$ cat config.mk
export PLATFORM = sky130hd
export DESIGN_NAME = ffc_corrector
export DESIGN_NICKNAME = d
export VERILOG_FILES = /design/src/rtl/ffc_pkg.sv /design/src/rtl/ffc_coef_store.sv /design/src/rtl/ffc_datapath.sv /design/src/rtl/ffc_calib.sv /design/src/rtl/ffc_corrector.sv
export SDC_FILE = /design/constraint.sdc
export NUM_CORES = 2
export LEC_CHECK = 0
export BUFFER_PORTS_ARGS = -buffer_cell sky130_fd_sc_hd__buf_2
export CORE_MARGIN = 3
export CORE_UTILIZATION = 35
export DETAILED_ROUTE_END_ITERATION = 8
export PLACE_DENSITY = 0.57
export REMOVE_ABC_BUFFERS = 1
export SYNTH_ARGS = -nofsm -noshare
export SYNTH_HDL_FRONTEND = slang
export SYNTH_SLANG_ARGS = --single-unit
$ cat constraint.sdc
create_clock -name clk -period 17.8 [get_ports clk]
set_input_delay 1.78 -clock clk [delete_from_list [all_inputs] [get_ports clk]]
set_output_delay 1.78 -clock clk [all_outputs]
set_load 0.05 [all_outputs]
$ cat src/rtl/ffc_pkg.sv
package ffc_pkg;
  localparam int RAW_W     = 14;
  localparam int OUT_W     = 12;
  localparam int GAIN_W    = 12;
  localparam int GAIN_FRAC = 10;
  localparam int MEAS_W    = 16;
  localparam int MID_W     = 18;
  localparam logic [GAIN_W-1:0] GAIN_UNITY = 12'd1024;
  localparam logic [GAIN_W-1:0] GAIN_MAX   = 12'hFFF;

  typedef logic signed [39:0] wide_t;
  typedef enum logic [1:0] {C_IDLE, C_CAPT, C_DIV} cal_st_t;

  // raw sample minus the per-pixel dark offset
  function automatic logic signed [MEAS_W-1:0] pre_level(logic [RAW_W-1:0] raw,
                                                        logic signed [7:0] off);
    wide_t a;
    a = wide_t'({26'd0, raw}) - wide_t'(off);
    return a[MEAS_W-1:0];
  endfunction

  // Q2.10 pixel gain, combined with the 14-to-12 bit scale
  function automatic logic signed [MID_W-1:0] pixel_scale(logic signed [MEAS_W-1:0] lvl,
                                                          logic [GAIN_W-1:0] g);
    wide_t p;
    p = (wide_t'(lvl) * wide_t'({28'd0, g})) >>> (GAIN_FRAC + 2);
    return p[MID_W-1:0];
  endfunction

  // tap trims, digital gain, global offset, clip to 12 bits
  function automatic logic [OUT_W-1:0] tail_stage(logic signed [MID_W-1:0] b,
                                                  logic signed [7:0] tg,
                                                  logic signed [7:0] tc,
                                                  logic [7:0] dg,
                                                  logic signed [12:0] go);
    wide_t c, e;
    c = ((wide_t'(b) * (wide_t'(4096) + wide_t'(tg))) >>> 12) + wide_t'(tc);
    e = ((c * (wide_t'(64) + wide_t'({32'd0, dg}))) >>> 6) + wide_t'(go);
    if (e < 0) return '0;
    if (e > 4095) return '1;
    return e[OUT_W-1:0];
  endfunction
endpackage

$ cat src/rtl/ffc_coef_store.sv
module ffc_coef_store import ffc_pkg::*; #(
  parameter int NPIX = 16,
  localparam int IW = $clog2(NPIX)
) (
  input  logic                    clk,
  input  logic                    rst_n,
  input  logic [IW-1:0]           rd_addr,
  output logic signed [7:0]       rd_off,
  output logic [GAIN_W-1:0]       rd_gain,
  input  logic                    host_we,
  input  logic [IW-1:0]           host_addr,
  input  logic signed [7:0]       host_off,
  input  logic [GAIN_W-1:0]       host_gain,
  input  logic                    cal_we,
  input  logic [IW-1:0]           cal_addr,
  input  logic [GAIN_W-1:0]       cal_gain,
  input  logic                    clr_off,
  input  logic                    clr_gain
);
  logic signed [7:0]  off_q  [NPIX];
  logic [GAIN_W-1:0]  gain_q [NPIX];

  always_ff @(posedge clk or negedge rst_n) begin
    if (!rst_n) begin
      for (int i = 0; i < NPIX; i++) begin
        off_q[i]  <= '0;
        gain_q[i] <= GAIN_UNITY;
      end
    end else begin
      for (int i = 0; i < NPIX; i++) begin
        if (clr_off) off_q[i] <= '0;
        else if (host_we && host_addr == IW'(i)) off_q[i] <= host_off;
        if (clr_gain) gain_q[i] <= GAIN_UNITY;
        else if (cal_we && cal_addr == IW'(i)) gain_q[i] <= cal_gain;
        else if (host_we && host_addr == IW'(i)) gain_q[i] <= host_gain;
      end
    end
  end

  assign rd_off  = off_q[rd_addr];
  assign rd_gain = gain_q[rd_addr];


  clr_gain_chk: assert property (@(posedge clk) disable iff (!rst_n)
    clr_gain |=> (gain_q[0] == GAIN_UNITY && gain_q[NPIX-1] == GAIN_UNITY));

  clr_off_chk: assert property (@(posedge clk) disable iff (!rst_n)
    clr_off |=> (off_q[0] == 8'sd0 && off_q[NPIX-1] == 8'sd0));
endmodule

$ cat src/rtl/ffc_datapath.sv
module ffc_datapath import ffc_pkg::*; #(
  parameter int NPIX  = 16,
  parameter int NTAPS = 4,
  localparam int IW      = $clog2(NPIX),
  localparam int TW      = $clog2(NTAPS),
  localparam int PER_TAP = NPIX / NTAPS
) (
  input  logic                     clk,
  input  logic                     rst_n,
  input  logic                     in_valid,
  input  logic [IW-1:0]            in_idx,
  input  logic [RAW_W-1:0]         in_raw,
  input  logic signed [7:0]        coef_off,
  input  logic [GAIN_W-1:0]        coef_gain,
  input  logic [NTAPS*8-1:0]       tap_gain,
  input  logic [NTAPS*8-1:0]       tap_clamp,
  input  logic [7:0]               dgain,
  input  logic signed [12:0]       goffs,
  output logic                     s1_valid,
  output logic [IW-1:0]            s1_idx,
  output logic signed [MEAS_W-1:0] s1_meas,
  output logic                     s1_full,
  output logic                     out_valid,
  output logic [OUT_W-1:0]         out_data
);
  logic signed [MEAS_W-1:0] lvl;
  logic signed [MID_W-1:0]  s1_mid;
  logic [TW-1:0]            s1_tap;
  logic signed [7:0]        sel_tg, sel_tc;

  assign lvl = pre_level(in_raw, coef_off);

  always_ff @(posedge clk or negedge rst_n) begin
    if (!rst_n) begin
      s1_valid <= 1'b0;
      s1_idx   <= '0;
      s1_meas  <= '0;
      s1_mid   <= '0;
      s1_full  <= 1'b0;
    end else begin
      s1_valid <= in_valid;
      if (in_valid) begin
        s1_idx  <= in_idx;
        s1_meas <= lvl;
        s1_mid  <= pixel_scale(lvl, coef_gain);
        s1_full <= &in_raw;
      end
    end
  end

  assign s1_tap = TW'(s1_idx / IW'(PER_TAP));
  assign sel_tg = $signed(tap_gain[s1_tap*8 +: 8]);
  assign sel_tc = $signed(tap_clamp[s1_tap*8 +: 8]);

  always_ff @(posedge clk or negedge rst_n) begin
    if (!rst_n) begin
      out_valid <= 1'b0;
      out_data  <= '0;
    end else begin
      out_valid <= s1_valid;
      if (s1_valid) out_data <= tail_stage(s1_mid, sel_tg, sel_tc, dgain, goffs);
    end
  end


  out_lat_chk: assert property (@(posedge clk) disable iff (!rst_n)
    out_valid |-> $past(in_valid, 2));
endmodule

$ cat src/rtl/ffc_calib.sv
module ffc_calib import ffc_pkg::*; #(
  parameter int NPIX = 16,
  localparam int IW = $clog2(NPIX),
  localparam int QW = OUT_W + 12,
  localparam int SW = $clog2(QW + 1)
) (
  input  logic                     clk,
  input  logic                     rst_n,
  input  logic                     start,
  input  logic                     abort,
  input  logic [OUT_W-1:0]         target,
  input  logic                     s1_valid,
  input  logic [IW-1:0]            s1_idx,
  input  logic signed [MEAS_W-1:0] s1_meas,
  input  logic                     s1_full,
  output logic                     cal_we,
  output logic [IW-1:0]            cal_addr,
  output logic [GAIN_W-1:0]        cal_gain,
  output logic                     busy,
  output logic                     flag_high,
  output logic                     flag_low
);
  cal_st_t                  state;
  logic signed [MEAS_W-1:0] cap_m [NPIX];
  logic [NPIX-1:0]          cap_f;
  logic                     capturing, low_acc, high_acc;
  logic [IW-1:0]            pix;
  logic [SW-1:0]            step;
  logic [MEAS_W-1:0]        rem;
  logic [QW-2:0]            quo;
  logic signed [MEAS_W-1:0] dvs;

  logic [QW-1:0]   num;
  logic [SW-1:0]   bit_pos;
  logic [MEAS_W:0] rem_sh, dvs_ext;
  logic            ge, bad, cap_we, last_step, done_ev;
  logic [MEAS_W-1:0] rem_n;
  logic [QW-1:0]   quo_n;

  assign num      = {target, 12'd0};
  assign bit_pos  = SW'(QW) - step;
  assign rem_sh   = {rem, num[bit_pos]};
  assign dvs_ext  = {1'b0, dvs};
  assign ge       = rem_sh >= dvs_ext;
  assign rem_n    = ge ? MEAS_W'(rem_sh - dvs_ext) : rem_sh[MEAS_W-1:0];
  assign quo_n    = {quo, ge};
  assign bad      = (dvs <= 0) || (quo_n > QW'(GAIN_MAX));

  assign cap_we    = (state == C_CAPT) && !abort && s1_valid && (capturing || s1_idx == '0);
  assign last_step = (state == C_DIV) && !abort && (step == SW'(QW));
  assign done_ev   = last_step && (pix == IW'(NPIX - 1));

  assign cal_we   = last_step;
  assign cal_addr = pix;
  assign cal_gain = bad ? GAIN_MAX : quo_n[GAIN_W-1:0];
  assign busy     = (state != C_IDLE);

  always_ff @(posedge clk) begin
    if (cap_we) begin
      cap_m[s1_idx] <= s1_meas;
      cap_f[s1_idx] <= s1_full;
    end
  end

  always_ff @(posedge clk or negedge rst_n) begin
    if (!rst_n) begin
      state <= C_IDLE; capturing <= 1'b0; low_acc <= 1'b0; high_acc <= 1'b0;
      pix <= '0; step <= '0; rem <= '0; quo <= '0; dvs <= '0;
      flag_high <= 1'b0; flag_low <= 1'b0;
    end else begin
      case (state)
        C_IDLE: if (start) begin
          state <= C_CAPT; capturing <= 1'b0; low_acc <= 1'b0; high_acc <= 1'b0;
        end
        C_CAPT: if (abort) state <= C_IDLE;
          else if (cap_we) begin
            capturing <= 1'b1;
            if (s1_idx == IW'(NPIX - 1)) begin
              state <= C_DIV; pix <= '0; step <= '0;
            end
          end
        default: if (abort) state <= C_IDLE;
          else if (step == '0) begin
            rem <= '0; quo <= '0; dvs <= cap_m[pix]; step <= SW'(1);
          end else begin
            rem <= rem_n; quo <= quo_n[QW-2:0];
            if (last_step) begin
              step     <= '0;
              low_acc  <= low_acc | bad;
              high_acc <= high_acc | cap_f[pix];
              if (done_ev) begin
                state     <= C_IDLE;
                flag_low  <= low_acc | bad;
                flag_high <= high_acc | cap_f[pix];
              end else pix <= pix + 1'b1;
            end else step <= step + 1'b1;
          end
      endcase
    end
  end


  busy_rise_chk: assert property (@(posedge clk) disable iff (!rst_n)
    $rose(busy) |-> $past(start));

  abort_stop_chk: assert property (@(posedge clk) disable iff (!rst_n)
    (abort && busy) |=> !busy);

  flag_hold_chk: assert property (@(posedge clk) disable iff (!rst_n)
    !$past(busy) |-> $stable({flag_low, flag_high}));

  sat_gain_chk: assert property (@(posedge clk) disable iff (!rst_n)
    (cal_we && dvs <= 0) |-> cal_gain == GAIN_MAX);
endmodule

$ cat src/rtl/ffc_corrector.sv
module ffc_corrector import ffc_pkg::*; #(
  parameter int NPIX  = 16,
  parameter int NTAPS = 4,
  localparam int IW = $clog2(NPIX)
) (
  input  logic               clk,
  input  logic               rst_n,
  input  logic               pix_valid,
  input  logic [IW-1:0]      pix_idx,
  input  logic [13:0]        pix_raw,
  input  logic [7:0]         dgain,
  input  logic signed [12:0] goffs,
  input  logic [NTAPS*8-1:0] tap_gain,
  input  logic [NTAPS*8-1:0] tap_clamp,
  input  logic               coef_we,
  input  logic [IW-1:0]      coef_addr,
  input  logic signed [7:0]  coef_off,
  input  logic [11:0]        coef_gain,
  input  logic               clr_off,
  input  logic               clr_gain,
  input  logic               cal_start,
  input  logic               cal_abort,
  input  logic [11:0]        cal_target,
  output logic               out_valid,
  output logic [11:0]        out_data,
  output logic               cal_busy,
  output logic               cal_high,
  output logic               cal_low
);
  logic signed [7:0]        rd_off;
  logic [GAIN_W-1:0]        rd_gain;
  logic                     s1_valid, s1_full, cw_we;
  logic [IW-1:0]            s1_idx, cw_addr;
  logic signed [MEAS_W-1:0] s1_meas;
  logic [GAIN_W-1:0]        cw_gain;

  ffc_coef_store #(.NPIX(NPIX)) u_store (
    .clk(clk), .rst_n(rst_n), .rd_addr(pix_idx), .rd_off(rd_off), .rd_gain(rd_gain),
    .host_we(coef_we), .host_addr(coef_addr), .host_off(coef_off), .host_gain(coef_gain),
    .cal_we(cw_we), .cal_addr(cw_addr), .cal_gain(cw_gain),
    .clr_off(clr_off), .clr_gain(clr_gain));

  ffc_datapath #(.NPIX(NPIX), .NTAPS(NTAPS)) u_path (
    .clk(clk), .rst_n(rst_n), .in_valid(pix_valid), .in_idx(pix_idx), .in_raw(pix_raw),
    .coef_off(rd_off), .coef_gain(rd_gain), .tap_gain(tap_gain), .tap_clamp(tap_clamp),
    .dgain(dgain), .goffs(goffs), .s1_valid(s1_valid), .s1_idx(s1_idx),
    .s1_meas(s1_meas), .s1_full(s1_full), .out_valid(out_valid), .out_data(out_data));

  ffc_calib #(.NPIX(NPIX)) u_cal (
    .clk(clk), .rst_n(rst_n), .start(cal_start), .abort(cal_abort), .target(cal_target),
    .s1_valid(s1_valid), .s1_idx(s1_idx), .s1_meas(s1_meas), .s1_full(s1_full),
    .cal_we(cw_we), .cal_addr(cw_addr), .cal_gain(cw_gain),
    .busy(cal_busy), .flag_high(cal_high), .flag_low(cal_low));
endmodule

==> impl_metrics.csv <==
group,metric,value,unit
yosys,number_of_synthesized_register_bits,715,
clock_tree,clock_pin_slew_on_the_worst_setup_and_hold_paths,60,ps
sta,min_period,16730,ps
finish,most-common-layout-cells,"985 x sky130_fd_sc_hd__nand2_1, 688 x sky130_fd_sc_hd__inv_1, 528 x sky130_fd_sc_hd__fa_1, 423 x sky130_fd_sc_hd__dfrtp_1, 393 x sky130_fd_sc_hd__nor2_1",
placed_design,area_after_detailed_placement,61900,sq um
placed_design,placedCellCount,7920,
clock_tree,cts_max_level,3,
floorplan,die_width,414,um
sta,hold_violations,0,
critical_path,worstPathArrival,17270,ps
critical_path,max_stage_delay,590,ps
critical_path,timing.critical_path.from_type,"primary input",
floorplan,fp-row-count,149,
placed_design,placement.io_buffers,162,
finish,layout.cells.non_filler,8064,
placed_design,finalWeightedCongestion,0.860,
detailed_routing,detail_route.wirelength.met1,72500,um
detailed_routing,routed_met2_length,76500,um
critical_path,crit_fanout,12,
detailed_routing,wl,165000,um
floorplan,die_y,414,um
clock_tree,tritoncts_buffer_count,81,
grt,number_of_global_route_vias_before_repair,44400,
clock_tree,clock_latency,680,ps
sta,timing.max_slew.rel_slack,0.180,
sta,final_min_period_over_clock_period,0.940,
yosys,synth_async_sr_flop_share,0.620,
detailed_routing,route.detailed.drc,0,
floorplan,design.die.area,172000,sq um
detailed_routing,drtAntennaViolNets,0,
grt,groute.usage.overall,0.192,
yosys,post_synth_inst_count,5773,
finish,stdcell_area,64600,sq um
min_path,min_path_type,"reg -> reg",
finish,area_growth,10.5,%
detailed_routing,count_of_routing_violations_after_the_opening_detailed_route_iteration,3554,
run_status,status,"finished clean",
critical_path,worstPathRequired,18350,ps
finish,num-nets-final,6830,
floorplan,core_area,165000,sq um
detailed_routing,routed-via-count,42700,
clock_tree,holdBufCountCts,0,
clock_tree,clockBufferDepth,3,
grt,grt_antenna_before_repair,12,
job,cap_violations,0,
grt,grt_pass1_wl,261000,um
sta,final-max-slew-violation-count,0,
finish,mostFrequentLayoutCell,"sky130_fd_sc_hd__nand2_1",
clock_tree,tritoncts,"yes",
critical_path,endpoint_kind,"flip-flop",
yosys,synth-seq-area-share,0.330,
detailed_routing,detailed_router_iteration_count_before_antenna_repair,6,
detailed_routing,route.detailed.wl_per_inst,20.5,um
yosys,synth_flop_cell,"sky130_fd_sc_hd__dfrtp_1",
detailed_routing,highest_layer,"met5",
floorplan,initial_utilization,0.353,
detailed_routing,vias_per_cell,5.29,
grt,overflow_left_after_global_routing,0,
clock_tree,tritoncts_num_sinks,715,
finish,post_route_cells_drive_above_1_share,0.132,
critical_path,cp_top_family,"adder cells",
placed_design,dpl.hpwl,116000,um
yosys,number_of_enable_type_register_cells_in_the_synthesized_netlist,272,
clock_tree,root_buffer,"sky130_fd_sc_hd__clkbuf_16",
yosys,yosys_warnings,0,
critical_path,path_common_cell,"sky130_fd_sc_hd__fa_1",
yosys,syn-mean-instance-area,10.1,sq um
sta,transition_at_the_pin_with_the_smallest_max_transition_slack,1230,ps
sta,setup_viol_count_final,0,
yosys,netlist_area,58400,sq um
sta,timing.fmax,0.0598,GHz
yosys,netlist-cell-type-count,78,
sta,worst_hold_slack,482,ps
sta,clock_skew,26.0,ps
grt,grt_start_max_net_pins,160,
finish,layout.filler_cells,16100,
floorplan,boundaryPins,163,
detailed_routing,met3WireLength,10700,um
critical_path,timing.critical_path.buf_inv,13,
clock_tree,post-cts-setup-buffer-count,0,
critical_path,crit_slowest_cell,"sky130_fd_sc_hd__fa_1",
critical_path,setup.worst_path.class,"in -> reg",
-- area by class of cell --
cell class | count | area (sq um) | area share
Multi-Input combinational cell | 4019 | 35400 | 0.548
Sequential cell | 715 | 19300 | 0.299
Tap cell | 2189 | 2740 | 0.0424
Inverter | 688 | 2580 | 0.0400
Clock buffer | 108 | 2220 | 0.0344
Timing Repair Buffer | 309 | 1950 | 0.0303
Clock inverter | 35 | 402 | 0.00622
Antenna cell | 1 | 2.50 | 0.0000388
-- synth_stat cells (5+ instances only) --
library cell / n / area (sq um)
sky130_fd_sc_hd__nand2_1: 985 / 3700
sky130_fd_sc_hd__o21ai_1: 9 / 45.0
sky130_fd_sc_hd__nor3b_1: 6 / 45.0
sky130_fd_sc_hd__nor4_1: 17 / 106
sky130_fd_sc_hd__inv_1: 688 / 2580
sky130_fd_sc_hd__xnor2_1: 87 / 762
sky130_fd_sc_hd__mux2_2: 49 / 552
sky130_fd_sc_hd__mux2i_1: 25 / 250
sky130_fd_sc_hd__o22ai_1: 7 / 43.8
sky130_fd_sc_hd__mux4_2: 196 / 4410
sky130_fd_sc_hd__buf_1: 49 / 184
sky130_fd_sc_hd__clkbuf_1: 300 / 1130
sky130_fd_sc_hd__a22o_1: 5 / 43.8
sky130_fd_sc_hd__nor2b_1: 70 / 438
sky130_fd_sc_hd__nand3b_1: 13 / 97.6
sky130_fd_sc_hd__xor2_1: 46 / 403
sky130_fd_sc_hd__or3_1: 9 / 56.3
sky130_fd_sc_hd__fa_1: 528 / 10600
sky130_fd_sc_hd__and3_1: 34 / 213
sky130_fd_sc_hd__dfrtp_1: 427 / 10700
sky130_fd_sc_hd__nand2b_1: 52 / 325
sky130_fd_sc_hd__a2111oi_0: 6 / 52.6
sky130_fd_sc_hd__o31ai_1: 6 / 45.0
sky130_fd_sc_hd__nor2_1: 405 / 1520
sky130_fd_sc_hd__nand3_1: 50 / 250
sky130_fd_sc_hd__a21oi_1: 253 / 1270
sky130_fd_sc_hd__a21o_1: 64 / 480
sky130_fd_sc_hd__ha_1: 341 / 4270
sky130_fd_sc_hd__o211ai_1: 12 / 90.1
sky130_fd_sc_hd__edfxtp_1: 272 / 8170
sky130_fd_sc_hd__o21bai_1: 29 / 218
sky130_fd_sc_hd__o21ai_0: 128 / 641
sky130_fd_sc_hd__a21boi_0: 8 / 60.1
sky130_fd_sc_hd__nor3_1: 53 / 265
sky130_fd_sc_hd__a311oi_1: 181 / 1590
sky130_fd_sc_hd__a41oi_1: 6 / 52.6
sky130_fd_sc_hd__dfstp_2: 16 / 420
sky130_fd_sc_hd__o21a_1: 20 / 150
sky130_fd_sc_hd__nand4_1: 31 / 194
sky130_fd_sc_hd__and2_1: 173 / 1080
sky130_fd_sc_hd__a31oi_1: 13 / 81.3
sky130_fd_sc_hd__a211oi_1: 8 / 60.1
sky130_fd_sc_hd__or2_2: 33 / 206
-- cell families after synthesis --
| logic type | share of synthesized area |
|---|---|
| buf+inv | 0.0670 |
| xor+xnor | 0.0199 |
| flops | 0.330 |
| simple gates | 0.148 |
| mux | 0.0898 |
| other cells | 0.0000642 |
| fa+ha+maj | 0.254 |
| compound gates | 0.0911 |
-- worst paths after layout --
check / to / cells past startpoint / slack, ps / startpoint
worst max-delay path: u_path.out_data[2] / 70 / 1070 / tap_gain[29]
worst min-delay path: u_cal.quo[22] / 2 / 480 / u_cal.quo[22]
worst max register to register: u_path.out_data[2] / 69 / 1290 / u_path.s1_idx[2]
worst min register to register: u_cal.quo[22] / 2 / 480 / u_cal.quo[22]
max in group asynchronous: u_cal.rem[2] / 4 / 13510 / rst_n
min in group asynchronous: u_store.off_q[36] / 1 / 1140 / rst_n
-- tightest hold or removal path, cell delays in order, from the launching register on --
cell and delay (ps):
sky130_fd_sc_hd__dfrtp_1 340, sky130_fd_sc_hd__nand2_1 40, sky130_fd_sc_hd__o21ai_0 60
-- per-layer routing --
layer,vias to the layer above,GRT usage
met2,1362,0.308
met4,6,0.0575
met5,-,0
met3,275,0.0324
met1,21600,0.267
li1,19400,-
-- timing repair --
item	in CTS	in global routing
endpoints found under the setup margin	0	12
resized for setup	0	17
hold endpoints to repair	0	0
-- registers in the layout, indices dropped and copies added, names as in the netlist, 5 cells and up --
signal and cells:
u_path.s1_mid 17, u_cal.step 5, u_path.s1_meas 16, u_store.off_q 128, u_cal.cap_m 256, u_path.out_data 12
u_cal.rem 16, u_cal.quo 23, u_cal.dvs 16, u_store.gain_q 192, u_cal.cap_f 16
-- per-stage QoR --
| stage | TNS [ps] | setup slack (ps) | utilization |
|---|---|---|---|
| 2_1_floorplan | 0 | 302 | - |
| 3_3_place_gp | 0 | 65.0 | 0.374 |
| 3_5_place_dp | 0 | 25.8 | 0.374 |
| 4_1_cts | 0 | 656 | 0.390 |
| 5_1_grt | -2.62 | -2.62 | 0.390 |
| 6_report | 0 | 1070 | 0.390 |
Power is left out: the tool's default activity adds up to more than one toggle a clock period on the data nets, which glitch-free logic cannot reach.
